==> src/rtl/mtw_pkg.sv <==
package mtw_pkg;
   // Upper bound used for elaboration checks on the issue width.
   localparam int MTW_MAX_SLOTS = 16;
   // Upper bound on thread contexts.
   localparam int MTW_MAX_THREADS = 16;

   // Default slot map: slot0,1 type 0; slot2 type 1; slot3 type 2.
   localparam logic [7:0] MTW_DEFAULT_MAP = 8'b10_01_00_00;
endpackage

==> src/rtl/mtw_thread_alloc.sv <==
module mtw_thread_alloc #(
   parameter int W  = 4,
   parameter int TW = 2,
   parameter logic [W*TW-1:0] SLOT_MAP = '0
) (
   input  logic            eligible,
   input  logic            sep,
   input  logic [W-1:0]    pending,
   input  logic [W*TW-1:0] optype,
   input  logic [W-1:0]    free_in,
   output logic [W-1:0]    grant,
   output logic [W*W-1:0]  op_slot,
   output logic [W-1:0]    free_out,
   output logic            commit
);
   logic [W-1:0]   free_tmp;
   logic [W-1:0]   trial;
   logic [W*W-1:0] map;
   logic [W-1:0]   cand;
   logic [W-1:0]   pick;
   logic           fits;

   always_comb begin
      free_tmp = free_in;
      trial    = '0;
      map      = '0;
      cand     = '0;
      pick     = '0;
      for (int j = 0; j < W; j++) begin
         if (eligible && pending[j]) begin
            for (int s = 0; s < W; s++) begin
               cand[s] = free_tmp[s] &&
                         (SLOT_MAP[s*TW +: TW] == optype[j*TW +: TW]);
            end
            pick = cand & (~cand + 1'b1);
            if (pick != '0) begin
               map[j*W +: W] = pick;
               free_tmp      = free_tmp & ~pick;
               trial[j]      = 1'b1;
            end
         end
      end
      fits   = (trial == pending);
      commit = eligible && (sep || fits);
      grant    = commit ? trial : '0;
      op_slot  = commit ? map : '0;
      free_out = commit ? free_tmp : free_in;
   end
endmodule

==> src/rtl/mtw_resid.sv <==
module mtw_resid #(
   parameter int W = 4
) (
   input  logic         clk,
   input  logic         rst_n,
   input  logic         valid,
   input  logic [W-1:0] opmask,
   input  logic         commit,
   input  logic [W-1:0] grant,
   output logic [W-1:0] pending,
   output logic         done,
   output logic         part
);
   logic         act_q;
   logic [W-1:0] mask_q;

   assign pending = act_q ? mask_q : opmask;
   assign done    = commit && (grant == pending);
   assign part    = commit && (grant != '0) && (grant != pending);

   always_ff @(posedge clk or negedge rst_n) begin
      if (!rst_n) begin
         act_q  <= 1'b0;
         mask_q <= '0;
      end else if (!valid || done) begin
         act_q  <= 1'b0;
         mask_q <= '0;
      end else if (part) begin
         act_q  <= 1'b1;
         mask_q <= pending & ~grant;
      end
   end

   AST_DONE_PART_EXCL: assert property (@(posedge clk) disable iff (!rst_n)
      !(done && part));
   AST_RESID_SHRINKS: assert property (@(posedge clk) disable iff (!rst_n)
      part |=> (act_q && ((mask_q & ~$past(pending)) == '0) && (mask_q != '0)));
   AST_SQUASH_CLEARS: assert property (@(posedge clk) disable iff (!rst_n)
      !valid |=> !act_q);
endmodule

==> src/rtl/mtw_bundle_reg.sv <==
module mtw_bundle_reg #(
   parameter int W    = 4,
   parameter int PW   = 16,
   parameter int TIDW = 2
) (
   input  logic            clk,
   input  logic            rst_n,
   input  logic [W-1:0]    d_valid,
   input  logic [W*PW-1:0] d_pay,
   input  logic [W*TIDW-1:0] d_tid,
   output logic [W-1:0]    q_valid,
   output logic [W*PW-1:0] q_pay,
   output logic [W*TIDW-1:0] q_tid
);
   always_ff @(posedge clk or negedge rst_n) begin
      if (!rst_n) begin
         q_valid <= '0;
         q_pay   <= '0;
         q_tid   <= '0;
      end else begin
         q_valid <= d_valid;
         q_pay   <= d_pay;
         q_tid   <= d_tid;
      end
   end
endmodule

==> src/rtl/mtw_issue_merger.sv <==
module mtw_issue_merger #(
   parameter int NT  = 4,
   parameter int W   = 4,
   parameter int TW  = 2,
   parameter int PW  = 16,
   parameter bit ALLOW_SPLIT = 1'b1,
   parameter logic [W*TW-1:0] SLOT_MAP = mtw_pkg::MTW_DEFAULT_MAP,
   localparam int TIDW = (NT > 1) ? $clog2(NT) : 1
) (
   input  logic               clk,
   input  logic               rst_n,
   input  logic [NT-1:0]      thr_valid,
   input  logic [NT-1:0]      thr_stall,
   input  logic [NT-1:0]      thr_sep,
   input  logic [NT*W-1:0]    thr_opmask,
   input  logic [NT*W*TW-1:0] thr_optype,
   input  logic [NT*W*PW-1:0] thr_oppay,
   output logic [NT-1:0]      thr_done,
   output logic [NT-1:0]      thr_part,
   output logic [W-1:0]       iss_valid,
   output logic [W*PW-1:0]    iss_pay,
   output logic [W*TIDW-1:0]  iss_tid
);
   generate
      if (NT < 2 || NT > mtw_pkg::MTW_MAX_THREADS) begin : g_bad_nt
         $error("mtw_issue_merger: NT out of range");
      end
      if (W < 1 || W > mtw_pkg::MTW_MAX_SLOTS) begin : g_bad_w
         $error("mtw_issue_merger: W out of range");
      end
      if (TW < 1 || PW < 1) begin : g_bad_tw
         $error("mtw_issue_merger: TW and PW must be positive");
      end
   endgenerate

   logic [NT-1:0] sep_eff;
   logic [NT-1:0] eligible;
   logic [W-1:0]  free_chain [NT+1];
   logic [W-1:0]  pending    [NT];
   logic [W-1:0]  grant      [NT];
   logic [W*W-1:0] op_slot   [NT];
   logic [NT-1:0] commit;

   generate
      if (ALLOW_SPLIT) begin : g_split
         assign sep_eff = thr_sep;
      end else begin : g_whole
         assign sep_eff = '0;
      end
   endgenerate

   assign eligible      = thr_valid & ~thr_stall;
   assign free_chain[0] = '1;

   generate
      for (genvar t = 0; t < NT; t++) begin : g_thr
         mtw_resid #(.W(W)) u_resid (
            .clk     (clk),
            .rst_n   (rst_n),
            .valid   (thr_valid[t]),
            .opmask  (thr_opmask[t*W +: W]),
            .commit  (commit[t]),
            .grant   (grant[t]),
            .pending (pending[t]),
            .done    (thr_done[t]),
            .part    (thr_part[t])
         );
         mtw_thread_alloc #(.W(W), .TW(TW), .SLOT_MAP(SLOT_MAP)) u_alloc (
            .eligible (eligible[t]),
            .sep      (sep_eff[t]),
            .pending  (pending[t]),
            .optype   (thr_optype[t*W*TW +: W*TW]),
            .free_in  (free_chain[t]),
            .grant    (grant[t]),
            .op_slot  (op_slot[t]),
            .free_out (free_chain[t+1]),
            .commit   (commit[t])
         );
         AST_IDLE_THREAD_QUIET: assert property (@(posedge clk) disable iff (!rst_n)
            !eligible[t] |-> (!thr_done[t] && !thr_part[t]));
         AST_PART_ONLY_SEP: assert property (@(posedge clk) disable iff (!rst_n)
            thr_part[t] |-> sep_eff[t]);
      end
   endgenerate

   // Slot mux: at most one thread/op claims each slot.
   logic [W-1:0]      b_valid;
   logic [W*PW-1:0]   b_pay;
   logic [W*TIDW-1:0] b_tid;
   logic [NT*W-1:0]   claim [W];

   always_comb begin
      b_valid = '0;
      b_pay   = '0;
      b_tid   = '0;
      for (int s = 0; s < W; s++) begin
         claim[s] = '0;
         for (int t = 0; t < NT; t++) begin
            for (int j = 0; j < W; j++) begin
               if (op_slot[t][j*W + s]) begin
                  claim[s][t*W + j] = 1'b1;
                  b_valid[s]            = 1'b1;
                  b_pay[s*PW +: PW]     = thr_oppay[(t*W + j)*PW +: PW];
                  b_tid[s*TIDW +: TIDW] = TIDW'(t);
               end
            end
         end
      end
   end

   generate
      for (genvar s = 0; s < W; s++) begin : g_slot_chk
         AST_SLOT_SINGLE: assert property (@(posedge clk) disable iff (!rst_n)
            $onehot0(claim[s]));
      end
   endgenerate

   mtw_bundle_reg #(.W(W), .PW(PW), .TIDW(TIDW)) u_bundle (
      .clk     (clk),
      .rst_n   (rst_n),
      .d_valid (b_valid),
      .d_pay   (b_pay),
      .d_tid   (b_tid),
      .q_valid (iss_valid),
      .q_pay   (iss_pay),
      .q_tid   (iss_tid)
   );
endmodule

==> config.mk <==
export PLATFORM = sky130hd
export DESIGN_NAME = mtw_issue_merger
export DESIGN_NICKNAME = d
export VERILOG_FILES = /design/src/rtl/mtw_pkg.sv /design/src/rtl/mtw_thread_alloc.sv /design/src/rtl/mtw_resid.sv /design/src/rtl/mtw_bundle_reg.sv /design/src/rtl/mtw_issue_merger.sv
export SDC_FILE = /design/constraint.sdc
export NUM_CORES = 1
export LEC_CHECK = 0
export ABC_AREA = 1
export BUFFER_PORTS_ARGS = -buffer_cell sky130_fd_sc_hd__buf_2
export CORE_AREA = 2 2 182 184
export CTS_BUF_LIST = sky130_fd_sc_hd__clkbuf_8
export DETAILED_ROUTE_END_ITERATION = 10
export DIE_AREA = 0 0 184 186
export GPL_ROUTABILITY_DRIVEN = 1
export SLEW_MARGIN = 10
export SYNTH_ARGS = -nofsm -noshare
export SYNTH_HDL_FRONTEND = slang
export SYNTH_SLANG_ARGS = --single-unit
==> constraint.sdc <==
create_clock -name clk -period 9.35 [get_ports clk]
set_input_delay 1.87 -clock clk [delete_from_list [all_inputs] [get_ports clk]]
set_output_delay 1.87 -clock clk [all_outputs]
set_load 0.01 [all_outputs]
Yosys cells after proc, flatten, opt, wreduce, memory -nomap -nowiden
Index checks and enable logic that the tools add are counted.

word-level totals
  memory bits (read-only) = 0
  bits in registers = 96
  logic and storage cells = 587
  output and inout port bits = 84
  memories = 0
  input bits = 318
  bits in latches = 0
  bits in writable memories = 0

cells by class
  $mul = 0
  order comparisons = 0
  equal/unequal tests = 44
  muxes and demuxes = 301
  shifts and indexed selects = 0
  div/mod/pow operators = 0
  $add $sub $neg = 16
  bitwise operators = 71
  reductions and logical operators = 144

operator list
  kind                                                                   number
  16-bit 2-to-1 mux                                                      68
  4-bit 2-to-1 mux                                                       81
  4-bit NOT                                                              36
  4-bit AND                                                              35
  1-bit 2-to-1 mux                                                       108
  1-bit logical AND                                                      92
  2-bit 2-to-1 mux                                                       44
  4-bit nonzero test                                                     20
  4-bit by 1-bit adder with 4-bit output (second input constant)         16
  1-bit by 2-bit equality test with 1-bit output (first input constant)  16
  2-bit equality test (first input constant)                             16
  4-bit equality test                                                    8
  2-bit zero test                                                        16
  4-bit inequality test                                                  4
  1-bit logical OR                                                       8
  2-bit nonzero test                                                     4
  1-bit zero test                                                        4

Longest topological paths before layout
  depth in word-level cells = 144
  mapped depth = 57
  gate-level depth less buffers = 55

Hierarchy
From an unflattened synthesis, not the netlist that was laid out.

unflattened totals
  cell total of the unflattened synthesis = 3139
  area total of the unflattened synthesis = 17085.1 um2

modules (own cells, without submodules)
  module            cells an instance  instances  area an instance (um2)  sequential area each (um2)
  mtw_issue_merger  2255               1          10463.8                 0.0
  mtw_thread_alloc  146                4          803.3                   0.0
  mtw_bundle_reg    76                 1          1901.8                  1901.8
  mtw_resid         56                 4          376.6                   125.1

Least setup slack after synthesis
Ideal clock, no wire load.

  path kind = input-to-output
  start = in thr_valid[0]
  end = out thr_part[3]
  stages = 52
  arrival = 6.901 ns
  slack = 0.579 ns
  cells stage by stage = inv_2 -> nor2_8 -> buf_6 -> nand4_1 -> nand4_1 -> nand3_1 -> nand2_1 -> nand2_2 -> nand2_4 -> nand2_8 -> o21ai_4 -> o21ai_1 -> a21oi_2 -> nand2_1 -> nand3_2 -> nand2_1 -> a21oi_1 -> nand2_1 -> (+16 left out) -> o21ai_2 -> nor2_4 -> nand2_2 -> nand3_1 -> nand2_1 -> a21oi_2 -> nand2_2 -> a21oi_4 -> buf_4 -> buf_2 -> nand3_1 -> ha_1 -> nand4_1 -> inv_1 -> nor2_2 -> nand2_2 -> inv_1 -> buf_4

between the ends
  cells in the longest elaborated chain, start to end = 138

RTL lines
  what                                                                             RTL line                RTL
  from (decl)                                                                      mtw_issue_merger.sv:12  input logic [NT-1:0] thr_valid,
  4-bit AND (*)                                                                    mtw_issue_merger.sv:52  assign eligible = thr_valid & ~thr_stall;
  1-bit logical AND                                                                mtw_thread_alloc.sv:30  if (eligible && pending[j]) begin
  4-bit 2-to-1 mux                                                                 mtw_thread_alloc.sv:30
  1-bit logical AND                                                                mtw_thread_alloc.sv:32  cand[s] = free_tmp[s] &&
  4-bit NOT                                                                        mtw_thread_alloc.sv:35  pick = cand & (~cand + 1'b1);
  4-bit by 1-bit adder with 4-bit output                                           mtw_thread_alloc.sv:35
  4-bit AND                                                                        mtw_thread_alloc.sv:35
  4-bit NOT                                                                        mtw_thread_alloc.sv:38  free_tmp = free_tmp & ~pick;
  (+20 left out)                                                                   -
  1-bit logical AND                                                                mtw_thread_alloc.sv:44  commit = eligible && (sep || fits);
  4-bit 2-to-1 mux (*)                                                             mtw_thread_alloc.sv:47  free_out = commit ? free_tmp : free_in;
  branches (longest 34 deep; another with 4-bit by 1-bit adder with 4-bit output)  -
  4-bit 2-to-1 mux (*)                                                             mtw_thread_alloc.sv:47
  branches (longest 34 deep; another with 4-bit by 1-bit adder with 4-bit output)  -
  4-bit 2-to-1 mux (*)                                                             mtw_thread_alloc.sv:47
  branches (longest 37 deep; another with 4-bit by 1-bit adder with 4-bit output)  -
  1-bit logical AND (*)                                                            mtw_resid.sv:19         assign part = commit && (grant != '0) && (grant != pending);
  to (decl)                                                                        mtw_issue_merger.sv:19  output logic [NT-1:0] thr_part,

Mark *: on every way between the ends.

Final worst setup path
  start = in thr_stall[0]
  end = out thr_part[3]

between the ends
  cells in the longest elaborated chain, start to end = 139

RTL lines
  what                                                                             RTL line                RTL
  from (decl)                                                                      mtw_issue_merger.sv:13  input logic [NT-1:0] thr_stall,
  4-bit NOT (*)                                                                    mtw_issue_merger.sv:52
  4-bit AND (*)                                                                    mtw_issue_merger.sv:52
  1-bit logical AND                                                                mtw_thread_alloc.sv:30
  4-bit 2-to-1 mux                                                                 mtw_thread_alloc.sv:30
  1-bit logical AND                                                                mtw_thread_alloc.sv:32
  4-bit NOT                                                                        mtw_thread_alloc.sv:35
  4-bit by 1-bit adder with 4-bit output                                           mtw_thread_alloc.sv:35
  4-bit AND                                                                        mtw_thread_alloc.sv:35
  (+21 left out)                                                                   -
  1-bit logical AND                                                                mtw_thread_alloc.sv:44
  4-bit 2-to-1 mux (*)                                                             mtw_thread_alloc.sv:47
  branches (longest 34 deep; another with 4-bit by 1-bit adder with 4-bit output)  -
  4-bit 2-to-1 mux (*)                                                             mtw_thread_alloc.sv:47
  branches (longest 34 deep; another with 4-bit by 1-bit adder with 4-bit output)  -
  4-bit 2-to-1 mux (*)                                                             mtw_thread_alloc.sv:47
  branches (longest 37 deep; another with 4-bit by 1-bit adder with 4-bit output)  -
  1-bit logical AND (*)                                                            mtw_resid.sv:19

Marked as above.

==> results by group <==
Final layout
  • Layout area overhead: 25.6%
  • Layout Nets: 2874
  • Final Instance Area: 0.0159 mm^2
  • Layout cell share with drive strength beyond 1: 24.4%
  • Most common cell after layout, fill and taps aside: nand2_1
  • # fillers: 3454
  • Commonest non-fill, non-tap cells in the layout: 523 x nand2_1, 397 x buf_2, 296 x inv_1, 176 x nor2_1, 162 x nand3_1
  • Layout Cells excl Fill: 2967
  • Final core utilization: 49.5%

Power and ir drop
  • P_leak: 8.26 nW
  • VDD IR max: 60.8 uV
  • Pwr Density: 89.9 mW/mm^2
  • Total chip power: 1.43 mW

Timing
  • Unrepaired setup endpoints after global routing: yes
  • Slew margin rel.: 27.1%
  • Setup TNS: 0 ns
  • Final Slew Violations: 0
  • Final Hold Vio Count: 0
  • Fmax: 110 MHz
  • Final clock skew: 0.0126 ns
  • Hold_ws: 0.515 ns
  • Final setup violation count: 0
  • Post-layout min period: 9.09 ns
  • Worst slew pin tran: 1.07 ns
  • Fin crit share: 97.2%
  • Setup ws final: 0.259 ns

Clock tree
  • Total CTS buffers: 9
  • CTS tree: built
  • Clk sinks: 96
  • Clk Latency, worst-skew pair: 0.41 ns
  • H-tree levels: 3
  • Worst-path clk slew: 0.09 ns
  • Clock root buffer: clkbuf_8
  • Longest Clk Path Bufs: 2
  • Post-cts hold buffer count: 0

Floorplanning
  • Initial core utilization: 39.4%
  • Die Area: 0.0342 mm^2
  • # IOs: 402
  • Row Count: 66
  • Core Region: 0.0322 mm^2
  • Die height: 186 um
  • Die Wd: 184 um

Critical path
  • Critical path peak fanout: 8
  • Critical Path Max Stage Delay: 0.22 ns
  • Delay-heaviest family, CP: simple AND/OR/NAND/NOR gates
  • Arrival time at the worst endpoint: 7.22 ns
  • Critical Path RT: 7.48 ns
  • Critical path startpoint category: input pin
  • CP endpoint kind: primary output
  • Crit Path Class: input pin to primary output
  • Reg-to-Reg Start: g_thr[0].u_resid.act_q$_DFFE_PN0P_
  • Worst path bufs/invs: 7
  • Worst path slowest cell: ha_4
  • Crit path from: thr_stall[0]
  • Top cell by count, worst path: nand2_1

Run
  • Max Cap Violations: 0

Yosys
  • Sequential fraction of the synthesis area: 18.9%
  • Number of synthesis warnings: 0
  • Leading area contributor after synthesis: dfrtp_1
  • Post-Syn Area: 0.0127 mm^2
  • Mapped Nets: 2485
  • Synth unique cells: 56
  • Yosys top cell area share: 18.9%
  • Synthesized instance count: 2151
  • Mapped Avg Cell Area: 5.90 um^2
  • FF+latch count, synth: 96
  • Synth top area cells: dfrtp_1 19%, nand2_1 16%, inv_1 8.8%

Placement
  • Dpl cells: 2907
  • Placed cell area: 0.0151 mm^2
  • Buffers on Ports: 401
  • Pre-CTS WS: -0.0246 ns
  • Final RePlAce weighted congestion: 1.00
  • DP HPWL: 56.3 mm

GRT
  • Gr ovfl total: 0
  • GRT Total Usage: 38.2%
  • Largest net degree at the start of global routing: 77
  • Initial antenna violation count: 22
  • First-pass GRT wire length: 99.8 mm
  • Number of global-route vias before repair: 16400

Detailed routing
  • DR vias: 17900
  • Wirelength per Cell: 23.0 um
  • Post-Route WL: 68.2 mm
  • DRT antenna net count: 0
  • Routed vias/inst: 6.02
  • DRC errors left: 0
  • DR iter-0 viols: 2200
  • Drt pass-1 iters: 10

Hold path
  • Hold Path Class: register to register
  • Hold Startpoint: g_thr[3].u_resid.mask_q[3]$_DFFE_PN0P_

Outcome
  • Status: complete, no violations
## worst register-to-register path: cells and delay by family, from the launching register on
family,cells,cell delay (ns)
AO/OA/AOI/OAI,8,1.42
buffers and inverters,3,0.47
flip-flops,1,0.46
AND/OR/NAND/NOR,34,4.05
## report_power, final
| part | leakage (nW) | internal [mW] | switching, mW | total (mW) |
|---|---|---|---|---|
| Sequential | 1.32 | 0.455 | 0.0185 | 0.474 |
| Clock | 0.120 | 0.160 | 0.162 | 0.321 |
| Combinational | 6.82 | 0.214 | 0.423 | 0.637 |
| Total | 8.26 | 0.829 | 0.603 | 1.43 |
## layout make-up
class                   count  area (um^2)  area share (%)
flip-flops and latches     96         2400            15.1
clock inverters             6         92.6           0.581
multi-input cells        1644         8980            56.3
clock buffers              10          138           0.864
diodes                     14         35.0           0.220
repair buffers            472         2580            16.2
inverters                 317         1190            7.50
well taps                 408          510            3.20
## synthesized netlist by cell type (all sizes together)
library cell	number
clkinv	7
o31ai	1
clkbuf	60
a21boi	1
a311oi	3
ha	16
nor3b	1
a221o	1
o22ai	30
o211ai	44
nor2	195
and2	1
buf	34
nand3	186
a2111oi	6
nor3	25
a32oi	3
dfrtp	96
o221ai	30
nor4	5
o21a	2
nand2	567
a31oi	4
nand4	94
a41oi	4
o2111ai	37
o21ai	207
inv	310
and3	1
a21oi	93
a211o	1
or2	6
a221oi	66
a211oi	9
nand3b	5
## logic make-up (layout without fill, tap and decap cells)
group                    after synthesis  count (layout)  synth area share (%)
AND/OR/NAND/NOR                     1086            1086                  38.7
AO/OA/AOI/OAI                        542             542                  27.8
buffers and inverters                411             805                  13.0
flip-flops                            96              96                  18.9
adder cells (fa/ha/maj)               16              16                  1.58
other                                  0              14                     0
## routing by layer
layer  GRT usage (%)  vias up  wire length (um)  share of wire [%]
li1                -     8245                 -                  -
met1            49.0     8245             27200                 40
met2            63.2     1185             31100                 46
met3            7.71      180              6910                 10
met4            15.0       20              2780                4.1
met5               0        -               140               0.21
## final timing paths
kind	endpoint	slack [ns]	depth (start not counted)
setup / recovery	thr_part[3]	0.26	49
hold / removal	g_thr[3].u_resid.mask_q[3]$_DFFE_PN0P_	0.51	2
setup reg to reg	u_bundle.q_pay[35]$_DFF_PN0_	2.76	45
hold reg to reg	g_thr[3].u_resid.mask_q[3]$_DFFE_PN0P_	0.51	2
max in group asynchronous	u_bundle.q_pay[21]$_DFF_PN0_	6.80	2
min in group asynchronous	g_thr[1].u_resid.mask_q[2]$_DFFE_PN0P_	1.35	1
## sequential cells by signal, summed over array words and instances, names as in the netlist
name                  flops
u_bundle.q_pay           64
g_thr.u_resid.mask_q     16
u_bundle.q_tid            8
g_thr.u_resid.act_q       4
u_bundle.q_valid          4
## what timing repair did
item	4_1_cts	5_1_grt
setup buffers	0	30
endpoints found under the setup margin	1	2
pin swaps	0	41
gates resized for setup	2	83
(Power assumes the default switching activity.)
